**config.mk**
```make
export PLATFORM = sky130hd
export DESIGN_NAME = pirq_router
export DESIGN_NICKNAME = d
export VERILOG_FILES = /design/src/rtl/pirq_pkg.sv /design/src/rtl/pirq_base_scale.sv /design/src/rtl/pirq_irq_steer.sv /design/src/rtl/pirq_enable_gate.sv /design/src/rtl/pirq_router.sv
export SDC_FILE = /design/constraint.sdc
export NUM_CORES = 1
export LEC_CHECK = 0
export ABC_AREA = 1
export BUFFER_PORTS_ARGS = -buffer_cell sky130_fd_sc_hd__buf_2
export CORE_MARGIN = 2
export CORE_UTILIZATION = 39
export DETAILED_ROUTE_END_ITERATION = 16
export PLACE_DENSITY = 0.76
export RECOVER_POWER = 100
export SLEW_MARGIN = 20
export SYNTH_ARGS = -nofsm -noshare
export SYNTH_HDL_FRONTEND = slang
export SYNTH_SLANG_ARGS = --single-unit
```
**constraint.sdc**
```tcl
create_clock -name clk -period 0.8 [get_ports clk]
set_clock_uncertainty 0.1 [all_clocks]
set_input_delay 0.04 -clock clk [delete_from_list [all_inputs] [get_ports clk]]
set_output_delay 0.04 -clock clk [all_outputs]
set_load 0.01 [all_outputs]
```
**src/rtl/pirq_pkg.sv**
```systemverilog
package pirq_pkg;

   // interrupt sources that can receive a line
   typedef enum logic [1:0] {
      SRC_RTC   = 2'd0,
      SRC_UART1 = 2'd1,
      SRC_UART2 = 2'd2,
      SRC_PAR   = 2'd3
   } irq_src_e;

   localparam int NUM_SRC   = 4;
   localparam int NUM_LINES = 4;
   localparam int SEL_W     = 2 * NUM_LINES;

   // peripheral order inside the base-address vector
   localparam int B_RTC   = 0;
   localparam int B_UART1 = 1;
   localparam int B_UART2 = 2;
   localparam int B_PAR   = 3;
   localparam int B_GAME  = 4;
   localparam int NUM_BASE = 5;

   typedef struct packed {
      logic     hit;
      irq_src_e src;
   } route_t;

   // Field index 0 = first-evaluated line (3), 3 = last (7).
   // Code 01 always picks the clock; 10/11 differ per field.
   function automatic route_t route_of(input int unsigned fld, input logic [1:0] code);
      route_t r;
      r.hit = (code != 2'b00);
      r.src = SRC_RTC;
      case (code)
         2'b01: r.src = SRC_RTC;
         2'b10: r.src = (fld == 3) ? SRC_UART2 : SRC_UART1;
         2'b11: r.src = (fld < 2)  ? SRC_UART2 : SRC_PAR;
         default: r.src = SRC_RTC;
      endcase
      return r;
   endfunction

endpackage

```
**src/rtl/pirq_base_scale.sv**
```systemverilog
module pirq_base_scale #(
   parameter int N      = 5,
   parameter int REG_W  = 8,
   parameter int SHIFT  = 2,
   localparam int ADDR_W = REG_W + SHIFT
) (
   input  logic [N-1:0][REG_W-1:0]  base_raw,
   output logic [N-1:0][ADDR_W-1:0] base_addr
);

   if (N < 1) begin : g_bad_n
      $error("pirq_base_scale: N must be at least 1");
   end
   if (SHIFT < 0) begin : g_bad_shift
      $error("pirq_base_scale: SHIFT must not be negative");
   end

   for (genvar i = 0; i < N; i++) begin : g_scale
      if (SHIFT == 0) begin : g_noshift
         assign base_addr[i] = base_raw[i];
      end else begin : g_shift
         assign base_addr[i] = {base_raw[i], {SHIFT{1'b0}}};
      end
   end

endmodule

```
**src/rtl/pirq_irq_steer.sv**
```systemverilog
module pirq_irq_steer
   import pirq_pkg::*;
#(
   parameter int IRQ_W = 4,
   parameter logic [IRQ_W-1:0] NO_IRQ = '1,
   // line number per field, index 0 evaluated first
   parameter logic [NUM_LINES-1:0][7:0] LINE_NUM = {8'd7, 8'd5, 8'd4, 8'd3},
   // 0: later field overrides earlier, 1: first field wins
   parameter bit FIRST_WINS = 1'b0
) (
   input  logic [SEL_W-1:0]               sel,
   output logic [NUM_SRC-1:0][IRQ_W-1:0]  src_irq
);

   for (genvar k = 0; k < NUM_LINES; k++) begin : g_line_chk
      if (int'(LINE_NUM[k]) >= (1 << IRQ_W) || LINE_NUM[k][IRQ_W-1:0] == NO_IRQ) begin : g_bad_line
         $error("pirq_irq_steer: line number does not fit or collides with NO_IRQ");
      end
   end

   always_comb begin
      route_t r;
      int unsigned kk;
      for (int s = 0; s < NUM_SRC; s++) src_irq[s] = NO_IRQ;
      for (int k = 0; k < NUM_LINES; k++) begin
         kk = FIRST_WINS ? unsigned'(NUM_LINES - 1 - k) : unsigned'(k);
         // field kk lives in the top bits for kk = 0
         r = route_of(kk, sel[SEL_W-2-2*kk +: 2]);
         if (r.hit) src_irq[r.src] = LINE_NUM[kk][IRQ_W-1:0];
      end
   end

endmodule

```
**src/rtl/pirq_enable_gate.sv**
```systemverilog
module pirq_enable_gate #(
   parameter int NUM_EN = 4,
   parameter logic [NUM_EN-1:0] RST_VAL = '0,
   // bits cleared while configuration mode is held
   parameter logic [NUM_EN-1:0] GATE_MASK = '1,
   parameter bit CFG_GATE = 1'b1
) (
   input  logic              clk,
   input  logic              rst_n,
   input  logic              cfg_mode,
   input  logic              apply_stb,
   input  logic [NUM_EN-1:0] en_in,
   output logic [NUM_EN-1:0] en_q
);

   if (NUM_EN < 1) begin : g_bad_n
      $error("pirq_enable_gate: NUM_EN must be at least 1");
   end

   if (CFG_GATE) begin : g_gated
      always_ff @(posedge clk) begin
         if (!rst_n)          en_q <= RST_VAL;
         else if (apply_stb)  en_q <= en_in;
         else if (cfg_mode)   en_q <= en_q & ~GATE_MASK;
      end
   end else begin : g_plain
      always_ff @(posedge clk) begin
         if (!rst_n)          en_q <= RST_VAL;
         else if (apply_stb)  en_q <= en_in;
      end
   end

endmodule

```
**src/rtl/pirq_router.sv**
```systemverilog
module pirq_router
   import pirq_pkg::*;
#(
   parameter int REG_W      = 8,
   parameter int ADDR_SHIFT = 2,
   parameter int IRQ_W      = 4,
   parameter logic [IRQ_W-1:0] NO_IRQ = '1,
   parameter logic [REG_W-1:0] DEF_RTC  = 8'hB0,
   parameter logic [REG_W-1:0] DEF_UART1 = 8'hFE,
   parameter logic [REG_W-1:0] DEF_UART2 = 8'hBE,
   parameter logic [REG_W-1:0] DEF_PAR  = 8'h9E,
   parameter logic [REG_W-1:0] DEF_GAME = 8'h80,
   parameter logic [7:0]       DEF_SEL  = 8'hEC,
   parameter logic [3:0]       DEF_EN   = 4'h0,
   parameter int RTC_FIXED_PORT = 'h070,
   parameter bit FIRST_WINS = 1'b0,
   localparam int ADDR_W = REG_W + ADDR_SHIFT
) (
   input  logic              clk,
   input  logic              rst_n,
   input  logic              cfg_mode,
   input  logic              apply_stb,
   input  logic [3:0]        cfg_enable,
   input  logic [REG_W-1:0]  cfg_rtc_base,
   input  logic [REG_W-1:0]  cfg_uart1_base,
   input  logic [REG_W-1:0]  cfg_uart2_base,
   input  logic [REG_W-1:0]  cfg_par_base,
   input  logic [REG_W-1:0]  cfg_game_base,
   input  logic [7:0]        cfg_irq_sel,
   output logic              game_en,
   output logic              uart1_en,
   output logic              uart2_en,
   output logic              par_en,
   output logic [ADDR_W-1:0] rtc_base,
   output logic [ADDR_W-1:0] rtc_fixed_base,
   output logic [ADDR_W-1:0] uart1_base,
   output logic [ADDR_W-1:0] uart2_base,
   output logic [ADDR_W-1:0] par_base,
   output logic [ADDR_W-1:0] game_base,
   output logic [IRQ_W-1:0]  rtc_irq,
   output logic [IRQ_W-1:0]  uart1_irq,
   output logic [IRQ_W-1:0]  uart2_irq,
   output logic [IRQ_W-1:0]  par_irq
);

   if (RTC_FIXED_PORT >= (1 << ADDR_W)) begin : g_bad_fixed
      $error("pirq_router: fixed clock port does not fit the address width");
   end
   if (IRQ_W < 3) begin : g_bad_irqw
      $error("pirq_router: IRQ_W too narrow for line 7");
   end

   // ---------------- base addresses ----------------
   logic [NUM_BASE-1:0][REG_W-1:0]  raw_now, raw_def;
   logic [NUM_BASE-1:0][ADDR_W-1:0] addr_now, addr_def;
   logic [NUM_BASE-1:0][ADDR_W-1:0] base_q;

   always_comb begin
      raw_now[B_RTC]   = cfg_rtc_base;
      raw_now[B_UART1] = cfg_uart1_base;
      raw_now[B_UART2] = cfg_uart2_base;
      raw_now[B_PAR]   = cfg_par_base;
      raw_now[B_GAME]  = cfg_game_base;
      raw_def[B_RTC]   = DEF_RTC;
      raw_def[B_UART1] = DEF_UART1;
      raw_def[B_UART2] = DEF_UART2;
      raw_def[B_PAR]   = DEF_PAR;
      raw_def[B_GAME]  = DEF_GAME;
   end

   pirq_base_scale #(.N(NUM_BASE), .REG_W(REG_W), .SHIFT(ADDR_SHIFT)) u_scale_now (
      .base_raw (raw_now),
      .base_addr(addr_now)
   );

   pirq_base_scale #(.N(NUM_BASE), .REG_W(REG_W), .SHIFT(ADDR_SHIFT)) u_scale_def (
      .base_raw (raw_def),
      .base_addr(addr_def)
   );

   always_ff @(posedge clk) begin
      if (!rst_n)         base_q <= addr_def;
      else if (apply_stb) base_q <= addr_now;
   end

   assign rtc_base   = base_q[B_RTC];
   assign uart1_base = base_q[B_UART1];
   assign uart2_base = base_q[B_UART2];
   assign par_base   = base_q[B_PAR];
   assign game_base  = base_q[B_GAME];
   assign rtc_fixed_base = ADDR_W'(RTC_FIXED_PORT);

   // ---------------- interrupt steering ----------------
   logic [NUM_SRC-1:0][IRQ_W-1:0] irq_now, irq_def, irq_q;

   pirq_irq_steer #(.IRQ_W(IRQ_W), .NO_IRQ(NO_IRQ), .FIRST_WINS(FIRST_WINS)) u_steer_now (
      .sel    (cfg_irq_sel),
      .src_irq(irq_now)
   );

   pirq_irq_steer #(.IRQ_W(IRQ_W), .NO_IRQ(NO_IRQ), .FIRST_WINS(FIRST_WINS)) u_steer_def (
      .sel    (DEF_SEL),
      .src_irq(irq_def)
   );

   always_ff @(posedge clk) begin
      if (!rst_n)         irq_q <= irq_def;
      else if (apply_stb) irq_q <= irq_now;
   end

   assign rtc_irq   = irq_q[SRC_RTC];
   assign uart1_irq = irq_q[SRC_UART1];
   assign uart2_irq = irq_q[SRC_UART2];
   assign par_irq   = irq_q[SRC_PAR];

   // ---------------- enables ----------------
   logic [3:0] en_q;

   pirq_enable_gate #(.NUM_EN(4), .RST_VAL(DEF_EN), .GATE_MASK(4'hF), .CFG_GATE(1'b1)) u_en (
      .clk      (clk),
      .rst_n    (rst_n),
      .cfg_mode (cfg_mode),
      .apply_stb(apply_stb),
      .en_in    (cfg_enable),
      .en_q     (en_q)
   );

   assign game_en  = en_q[0];
   assign uart1_en = en_q[1];
   assign uart2_en = en_q[2];
   assign par_en   = en_q[3];

endmodule

```
# --- Word level (Yosys, flattened, before mapping) ---
# Index checks and enable logic that the tools add are counted.
classes:
  magnitude_cmp: 8
  n_eq_ne: 8
  n_mux: 18
  bitwise: 10
  reduce_logical: 9
op_table:
  columns: ["operator", "n"]
  rows:
  - ["$mux 16", 4]
  - ["$demux 4 s2", 4]
  - ["$mux 4", 6]
  - ["$eq 2x2->1 const B", 8]
  - ["$not 16->16", 1]
  - ["$pmux 2 s2", 4]
  - ["$and 12x12->12", 1]
  - ["$lt 2x3->1 const B", 4]
  - ["$not 12->12", 1]
  - ["$or 12x12->12", 1]
  - ["$reduce_bool 2->1", 5]
  - ["$and 8x8->8", 1]
  - ["$ge 2x1->1 const B", 4]
  - ["$not 8->8", 1]
  - ["$or 8x8->8", 1]
  - ["$and 4x4->4", 1]
  - ["$logic_and 1x1->1", 4]
  - ["$not 4->4", 1]
  - ["$or 4x4->4", 1]
totals:
  reg_bits: 60
  input_bits: 56
  out_inout_bits: 80

# --- Longest topological paths before layout ---
logic_depth:
  depth_word: 14
  mapped_depth: 6
  depth_no_buf: 6

# --- By module ---
# From an unflattened synthesis, not the netlist that was laid out.
unflattened:
  cells_unflattened: 504
  area_unflattened_um2: 4227.8
by_module_without_submodules:
  columns: ["mod", "instances", "cells_each", "area_per_inst_um2", "seq_area_each_um2"]
  rows:
  - ["pirq_router", 1, 294, 2939.1, 1981.9]
  - ["pirq_base_scale", 2, 51, 379.1, 0.0]
  - ["pirq_irq_steer", 2, 45, 195.2, 0.0]
  - ["pirq_enable_gate", 1, 18, 140.1, 80.1]

# --- Worst setup path after synthesis ---
# Ideal clock, no wire load.
synth_timing:
  path_type: "in2reg"
  start: "input apply_stb"
  end: "register base_q (netlist bit game_base[9])"
  setup_ns: 0.123
  arrival_time_ns: 0.599
  required_ns: 0.577
  path_slack_ns: -0.023
  stages: 6
  n_path_buf: 3
  path_cell_list: "buf_4 > inv_2 > buf_6 > buf_4 > nand2_1 > nand3_1"
synth_lines:
  columns: ["item", "line", "text"]
  rows:
  - ["start, declared", "pirq_router.sv:22", "input logic apply_stb,"]
  - ["end signal, assigned", "pirq_router.sv:82", "if (!rst_n) base_q <= addr_def;"]
  - ["end signal, assigned", "pirq_router.sv:83", "else if (apply_stb) base_q <= addr_now;"]
  - ["end, declared", "pirq_router.sv:56", "logic [NUM_BASE-1:0][ADDR_W-1:0] base_q;"]

# --- Worst setup path in the final report ---
layout_timing:
  start: "register base_q (netlist bit rtc_base[3])"
  end: "output rtc_base[3]"
layout_lines:
  columns: ["item", "line", "text"]
  rows:
  - ["end, declared", "pirq_router.sv:34", "output logic [ADDR_W-1:0] rtc_base,"]
# No word-level cell between the ends.

==> run_results.csv <==
group,metric,value,unit
global_routing,antenna_found_initial,0,
clock_network,cts_sinks,59,
routing,drt_iter0_drc,101,
sta,rsz0062_at_grt,"yes",
pwr,p_sw,1.92,mW
pwr,power.density,1860,nW/µm²
sta,setup_viol,65,
synthesis,yosysUniqueCellTypes,20,
clock_network,cts_buffers,9,
floorplanning,fp.dieArea,6590,µm²
placed_design,portBuffers,115,
setup_path,crit_family,"flip-flops",
setup_path,crit_arrival,0.79,ns
sta,worst_hold_slack,-0.155,ns
global_routing,grt_pass1_vias,2610,
setup_path,cp_num_buf_inv,1,
pwr,switching_share,0.245,
clock_network,cts_tree,"done",
floorplanning,die_w,81.2,µm
cells_and_area,nets,536,
global_routing,gr-usage-all-layers,0.237,
pwr,leakage,2.03,nW
setup_path,max_stage_delay,0.35,ns
routing,drcViolationCount,0,
synthesis,synth_seq_cells,59,
placed_design,placed_cell_area,3010,µm²
setup_path,critical_path_depth,1,
sta,fmax,1080,MHz
pwr,combPwrFrac,0.188,
setup_path,cp-end-kind,"output pin",
synthesis,synth-warning-count,0,
global_routing,grt_pass1_wl,11800,µm
routing,via_per_inst,4.71,
floorplanning,rows,28,
cells_and_area,syn_to_final_growth,81.3,%
routing,ant_nets,0,
routing,routed_wl,7530,µm
synthesis,synthesis.area,2320,µm²
cells_and_area,post-route-util,0.720,
synthesis,synth_cells,303,
sta,finalHoldViolations,14,
setup_path,worstRegToRegCells,3,
clock_network,clkTransAtPathRegs,0.07,ns
global_routing,grt_overflow,0,
clock_network,htree_levels,3,
floorplanning,ios,136,
run_status,violations,"negative hold slack, negative setup slack",
floorplanning,die_h,81.2,µm
setup_path,required,0.66,ns
cells_and_area,fin_area,4210,µm²
clock_network,worstSkewPairLatency,0.32,ns
min_path,hold_path_class,"in2reg",
placed_design,place_hpwl,4350,µm
routing,dr_total_vias,2637,
placed_design,gp_congestion,0.816,
cells_and_area,stdcell_count,560,
routing,wl_per_cell,13.4,µm
sta,maxSlewViolCount,0,
sta,fin_crit,0.928,ns
setup_path,critPathMaxFanout,2,
placed_design,place_inst,493,
pwr,clockPowerShare,0.389,
cells_and_area,mostFrequentLayoutCell,"nand2_1",
cells_and_area,antenna_cells,0,
sta,layout_setup_ws,-0.128,ns
floorplanning,core,5850,µm²
floorplanning,initial_core_util,0.397,
pwr,p_int,5.92,mW
setup_path,cp_slowest_cell,"dfxtp_2",
routing,firstDrtPassIters,4,
run_status,status,"finished, violations left",
pwr,pwr-share-seq,0.423,
cells_and_area,drive_gt1_frac,0.466,
global_routing,grt_max_degree,18,
clock_network,root_buffer,"clkbuf_8",
setup_path,crit_chain,"buf_6",
setup_path,crit_path_start_kind,"flop",
sta,period_share,1.16,
setup_path,path_class,"reg2out",
synthesis,avgSynthCellArea,7.67,µm²
cells_and_area,final_cell_mix,"nand2_1 (70), buf_6 (60), dfxtp_2 (59)",
clock_network,clockBufferDepth,2,
synthesis,yosysSeqAreaShare,0.508,
run,maxCapViolations,0,
min_path,hold_depth,2,
pwr,vdd_drop_max,0.00122,V
## power groups by stage
stage	Clock [mW]	Combinational [mW]	Sequential (mW)
final	3.05	1.47	3.31
after floorplan	0	0.492	3.37
after detailed placement	0	1.01	3.28
after global placement	0	0.988	3.28
after global routing	3.29	1.61	3.33
after CTS	3.13	1.42	3.30
## path summary, 6_finish.rpt
| kind | start | endpoint | slack [ns] |
|---|---|---|---|
| hold reg to reg | par_irq[0] | par_irq[0] | 0.35 |
| setup / recovery | rtc_base[3] | rtc_base[3] | -0.13 |
| setup reg to reg | uart2_irq[1] | uart2_irq[1] | -0.04 |
| hold / removal | cfg_irq_sel[2] | par_irq[1] | -0.15 |
## area by class of cell
class,count,area [µm²]
timing repair buffer,185,1650
clock buffer,12,155
fill,446,1640
sequential,59,1250
inverter,13,48.8
tap,75,93.8
multi-input combinational,212,938
clock inverter,4,72.6
## flip-flops by register name (all words and copies together), names as in the netlist
signal and flops:
game_base 8, par_base 8, rtc_base 8, uart1_base 8
uart2_base 8, par_irq 4, rtc_irq 4, u_en.en_q 4
uart1_irq 4, uart2_irq 3
## through the flow
step	worst slack, ns	setup TNS [ns]	total power, mW
final	-0.128	-6.46	7.84
after global routing	-0.153	-8.80	8.23
after CTS	-0.132	-7.64	7.85
after detailed placement	-0.134	-4.20	4.29
after global placement	-0.102	-3.23	4.27
after floorplan	0.0130	0	3.87
## Yosys cell counts (all sizes together)
master | number | area share
a21oi | 13 | 0.030
buf | 32 | 0.10
nand3 | 27 | 0.058
a31oi | 2 | 0.0054
conb | 2 | 0.0032
o211ai | 1 | 0.0032
o21ai | 25 | 0.054
clkbuf | 5 | 0.0086
nand2 | 74 | 0.12
or2 | 2 | 0.0054
inv | 13 | 0.021
dfxtp | 59 | 0.51
nand3b | 1 | 0.0032
nor2 | 47 | 0.079
## logic make-up after synthesis
kind of cell	Yosys count	synth area share
buf+inv	50	0.131
simple gates	151	0.265
flops	59	0.508
other cells	2	0.00323
compound gates	41	0.0921
## layer usage
| layer | vias to the layer above | global-route usage | wire, µm |
|---|---|---|---|
| li1 | 1270 | - | - |
| met2 | 123 | 0.425 | 4010 |
| met4 | 0 | 0.141 | 244 |
| met1 | 1221 | 0.248 | 2820 |
| met5 | - | 0 | 0 |
| met3 | 23 | 0.0633 | 460 |
## timing repair
| action | CTS | global route |
|---|---|---|
| endpoints found under the hold margin | 56 | 12 |
| gates resized for setup | 121 | 16 |
| setup endpoints to repair | 60 | 75 |
| pin swaps | 1 | 1 |
| hold buffers | 45 | 1 |
| setup buffers | 5 | 1 |
Note: power is estimated with default switching activity, not from simulation.
